--- config.mk ---
export PLATFORM = sky130hd
export DESIGN_NAME = shared_mac_fir
export DESIGN_NICKNAME = d
export VERILOG_FILES = /design/src/rtl/shared_mac_fir.sv
export SDC_FILE = /design/constraint.sdc
export NUM_CORES = 2
export LEC_CHECK = 0
export BUFFER_PORTS_ARGS = -buffer_cell sky130_fd_sc_hd__buf_2
export CAP_MARGIN = 20
export CORE_MARGIN = 4
export CORE_UTILIZATION = 65
export DETAILED_ROUTE_END_ITERATION = 12
export PLACE_DENSITY = 0.83
export SETUP_SLACK_MARGIN = 0.5
export SLEW_MARGIN = 30
export SYNTH_ARGS = -nofsm -noshare
export SYNTH_HDL_FRONTEND = slang
export SYNTH_SLANG_ARGS = --single-unit
--- constraint.sdc ---
create_clock -name clk -period 21.5 [get_ports clk]
set_input_delay 1.075 -clock clk [delete_from_list [all_inputs] [get_ports clk]]
set_output_delay 1.075 -clock clk [all_outputs]
set_load 0.03 [all_outputs]
--- src/rtl/shared_mac_fir.sv ---
module shared_mac_fir #(
  parameter int TAPS  = 8,
  parameter int DW    = 18,
  parameter int CW    = 18,
  parameter int OW    = 18,
  parameter int SHIFT = CW - 1,
  localparam int AW   = (TAPS > 1) ? $clog2(TAPS) : 1
) (
  input  logic                 clk,
  input  logic                 rst_n,
  input  logic                 in_valid,
  input  logic signed [DW-1:0] in_data,
  input  logic                 coef_we,
  input  logic        [AW-1:0] coef_addr,
  input  logic signed [CW-1:0] coef_data,
  output logic                 busy,
  output logic                 out_valid,
  output logic signed [OW-1:0] out_data
);
  localparam int PW   = DW + CW;
  localparam int ACCW = PW + AW;
  localparam logic [AW:0]   NTAP = TAPS[AW:0];
  localparam logic [AW-1:0] LAST = AW'(TAPS - 1);
  localparam logic signed [OW-1:0] MAXV = {1'b0, {(OW-1){1'b1}}};
  localparam logic signed [OW-1:0] MINV = {1'b1, {(OW-1){1'b0}}};

  logic signed [CW-1:0] coef [TAPS];
  logic signed [DW-1:0] hist [TAPS];
  logic [AW-1:0] wp, base, k;
  logic run, fin, clr;
  logic signed [ACCW-1:0] acc;

  assign busy = run | fin;
  wire accept = in_valid & ~busy;

  wire [AW:0]   diff = ({1'b0, base} >= {1'b0, k}) ? {1'b0, base} - {1'b0, k}
                                                   : {1'b0, base} + NTAP - {1'b0, k};
  wire [AW-1:0] rd   = diff[AW-1:0];
  wire [AW-1:0] wp_n = (wp == LAST) ? '0 : wp + 1'b1;

  logic signed [PW-1:0]   prod;
  logic signed [ACCW-1:0] prod_x, acc_fb, sum;
  assign prod   = coef[k] * hist[rd];
  assign prod_x = ACCW'(prod);
  assign acc_fb = clr ? '0 : acc;
  assign sum    = acc_fb + prod_x;

  logic signed [ACCW-1:0] scaled;
  logic signed [OW-1:0]   clamp;
  wire [ACCW-OW:0] top = scaled[ACCW-1:OW-1];
  assign scaled = acc >>> SHIFT;
  always_comb begin
    if (!scaled[ACCW-1] && (|top))      clamp = MAXV;
    else if (scaled[ACCW-1] && !(&top)) clamp = MINV;
    else                                clamp = scaled[OW-1:0];
  end

  always_ff @(posedge clk) begin
    if (!rst_n) begin
      for (int i = 0; i < TAPS; i++) begin
        coef[i] <= '0;
        hist[i] <= '0;
      end
      wp <= '0; base <= '0; k <= '0;
      run <= 1'b0; fin <= 1'b0; clr <= 1'b0;
      acc <= '0; out_valid <= 1'b0; out_data <= '0;
    end else begin
      out_valid <= 1'b0;
      if (coef_we && !busy && ({1'b0, coef_addr} < NTAP))
        coef[coef_addr] <= coef_data;
      if (accept) begin
        hist[wp] <= in_data;
        base <= wp;
        wp   <= wp_n;
        k    <= '0;
        run  <= 1'b1;
        clr  <= 1'b1;
      end
      if (run) begin
        acc <= sum;
        clr <= 1'b0;
        if (k == LAST) begin
          run <= 1'b0;
          fin <= 1'b1;
        end else begin
          k <= k + 1'b1;
        end
      end
      if (fin) begin
        fin       <= 1'b0;
        out_valid <= 1'b1;
        out_data  <= clamp;
      end
    end
  end
endmodule

==> run summary <==
The run finished with clean final reports. The final worst-path cycle share came out at 0.446. In the routed design, unresolved DRC markers number 0. The endpoint arrival time on the critical path was 10.04 ns. The count of fill cells added during filler insertion was 3049; the number of global-route vias before repair was 21004. Input and output buffers added on the ports amount to 62. In the final routed layout, each cell accounts on average for 22.7 um. The vertical die dimension came out at 221 um. The initial antenna violation count was 5; the required time reported for the critical path endpoint was 21.95 ns. For the final routed database, the setup TNS stands at 0 ns. Setup violations remaining at the end of the flow were counted as 0. TritonCTS built the clock tree. The run gives 118000 um as the global-route wire length before repair.

First-pass iteration count of the detailed router: 5. By count the netlist is led by sky130_fd_sc_hd__inv_1 (415), sky130_fd_sc_hd__fa_1 (381), sky130_fd_sc_hd__and2_1 (307). The number of buffers added to fix hold violations after cts was 0. The site row count is 77, and the total via count after detailed routing is 19676. In this run the count of I/O pins placed on the die edge is 63. The die is 221 um wide. In the post-synthesis netlist, the biggest area contributors are sky130_fd_sc_hd__edfxtp_1 (29%), sky130_fd_sc_hd__fa_1 (26%), sky130_fd_sc_hd__and2_1 (6.5%), sky130_fd_sc_hd__mux4_2 (5.5%), sky130_fd_sc_hd__inv_1 (5.3%). The run gives 59 as the largest net degree at the start of global routing. Counting every net in the synthesized netlist gives 3149.

Clock-pin slew of the registers on the worst-case setup and hold paths: 0.06 ns. Yosys instantiated no cell more often than sky130_fd_sc_hd__inv_1. For the synthesis warning total, the log shows 0. Source of the worst register-to-register timing path: base[0].

The depth of the worst register-to-register path was 30. The slowest cell on the critical path was sky130_fd_sc_hd__mux2i_1. The timing-limited maximum frequency is 104 MHz, and the overflow left after global routing is 0. The logs give 358 for the number of clock sinks and 0.663 for the initial standard-cell utilization of the core.

The number of nets in the final layout came out at 3221. The path class of the tightest hold or removal check is reg2reg. The maximum fanout along the worst path was 36. In the synthesized netlist the dominant register cell turns out to be sky130_fd_sc_hd__edfxtp_1.

The post-synthesis async set-or-reset flop share came out at 0. The mean instance size in the synthesized netlist is 11.3 um^2. The biggest area contributor in the post-synthesis netlist is sky130_fd_sc_hd__edfxtp_1. The share of post-route cells with drive strength above 1 came out at 0.117. In this run, the number of DRC markers left after iteration 0 of detailed routing was 1901. The actual transition at the worst max-transition pin came out at 1.03 ns.

Max-cap violations in this run came to 0. The cell seen most often among critical-path stages was sky130_fd_sc_hd__fa_1. The run gives 29500 um^2 as the cell area after technology mapping.

STA classifies the critical path endpoint as a flip-flop. Portion of the post-synthesis area used by sequential elements: 0.341. CTS buffer count: 38. The final-report hold violation count is 0. The headroom to the max-slew limit was 0.297; the unique cell type count in the Yosys netlist was 70. The clock passes through at most 3 buffers. After clock tree synthesis, the repair step resized 0 gates. Clock tree synthesis selected as its root buffer the cell sky130_fd_sc_hd__clkbuf_16.

The post-route core utilization came out at 0.717. The number of H-tree branching levels is 2, and the via density per instance is 5.98. The die covers 48900 um^2. For this run, the slowest stage of the critical path takes 0.77 ns.

The share of the synthesized area in the top cell type is 0.293. The worst setup skew after layout came out at 0.0271 ns. The worst setup path is launched from a flip-flop.

The overall fraction of global-route tracks in use is 0.313. The synthesized instance count was 2602. At the end of routability-driven placement, the weighted congestion stood at 0.981. The end of the worst register-to-register path is acc[37]. For the worst-skew pair, the clock arrives at the later sink with an insertion delay of 0.59 ns.

Across all register-to-register paths, the minimum setup slack is 11.91 ns. Setup repair after global routing left no endpoint under its margin. Relative to the synthesized area, the layout overhead comes to 8.13%. Timing endpoint of the critical path: acc[37].

The buffer count from post-CTS setup fixing was 0; the number of synthesized register bits was 358. The tools report the sum of routed wire length over all layers as 74900 um. Type of the worst setup path: reg2reg.

Counting I/O delays and the setup requirement, the final critical path takes 9.59 ns. The number of flops mapped to enable cells by yosys works out to 288. The run gives 0 as the max-slew violation total from the final report. Count of antenna-violating nets left after detailed routing: 0. Summed over all nets, the half-perimeter wirelength after detailed placement is 54300 um. The total area inside the core boundary comes to 44500 um^2. The critical path starts at base[0].
==> metrics by stage <==
| stage | setup WS, ns | cell area [um^2] | hold WS [ns] | std cells |
|---|---|---|---|---|
| 2_1_floorplan | 12.48 | 29500 | 0.436 | 2602 |
| 3_3_place_gp | 12.24 | 30700 | 0.451 | 3226 |
| 3_5_place_dp | 12.07 | 30700 | 0.458 | 3226 |
| 4_1_cts | 11.97 | 31900 | 0.469 | 3290 |
| 5_1_grt | 11.58 | 31900 | 0.484 | 3291 |
| 6_report | 11.91 | 31900 | 0.465 | 3291 |
==> cell type report <==
class / instances / area (um^2) / share of cell area
Tap cell: 592 / 741 / 0.0232
Clock inverter: 19 / 198 / 0.00619
Clock buffer: 45 / 997 / 0.0312
Inverter: 419 / 1570 / 0.0493
Multi-Input combinational cell: 1735 / 17600 / 0.551
Timing Repair Buffer: 122 / 761 / 0.0238
Antenna cell: 1 / 2.50 / 0.0000784
Sequential cell: 358 / 10100 / 0.315
==> layer usage <==
metal | routed length (um) | part of all wire | up-vias | global-route usage
met5 | 55 | 0.00073 | - | 0
met1 | 28300 | 0.38 | 9853 | 0.422
met2 | 35600 | 0.48 | 1043 | 0.503
met4 | 3030 | 0.040 | 8 | 0.106
met3 | 7820 | 0.10 | 226 | 0.0808
li1 | - | - | 8546 | -
==> cell families after synthesis <==
kind of cell | Yosys count | synth area share
and+or+nand+nor | 864 | 0.148
adders and majority gates | 504 | 0.311
xor gates and xnor gates | 31 | 0.0105
DFF | 358 | 0.341
buffers and inverters | 509 | 0.0667
muxes | 149 | 0.0833
AOI/OAI and AO/OA | 187 | 0.0406
==> registers in the layout, indices dropped and copies added, names as in the netlist <==
name / count
coef: 144
fin: 1
k: 3
base: 3
acc: 39
clr: 1
hist: 144
run: 1
out_data: 18
out_valid: 1
wp: 3
==> layout by cell type (no fill, tap or decap), drive strengths merged, types with 12 or more instances in the layout <==
cell / n
ha: 123
edfxtp: 288
nand3: 22
xnor2: 26
inv: 421
nand2: 196
buf: 122
clkinv: 12
nor3: 15
and2: 307
a21o: 16
dfxtp: 70
mux4: 72
nor2: 213
clkbuf: 45
o21ai: 49
a21oi: 56
fa: 381
mux2: 28
mux2i: 49
nor2b: 32
nand2b: 51
==> worst min-delay path by stage <==
stage / to / slack (ns) / cells past startpoint / startpoint
6_report: out_data[11] / 0.46 / 2 / out_data[11]
5_1_grt: base[0] / 0.48 / 2 / base[0]
4_1_cts: base[0] / 0.47 / 2 / base[0]
3_5_place_dp: out_data[6] / 0.46 / 2 / out_data[6]
3_3_place_gp: base[0] / 0.45 / 2 / base[0]
2_1_floorplan: base[0] / 0.44 / 2 / base[0]
==> critical path, delay by kind of cell, from the launching register on <==
| kind | cells | cell delay [ns] |
|---|---|---|
| fa+ha+maj | 10 | 4.46 |
| xor+xnor | 2 | 0.33 |
| simple gates | 3 | 0.73 |
| flops | 1 | 0.31 |
| buf+inv | 7 | 0.80 |
| mux | 2 | 1.35 |
| compound gates | 6 | 1.43 |
Power is left out: the tool's default activity adds up to more than one toggle a clock period on the data nets, which glitch-free logic cannot reach.
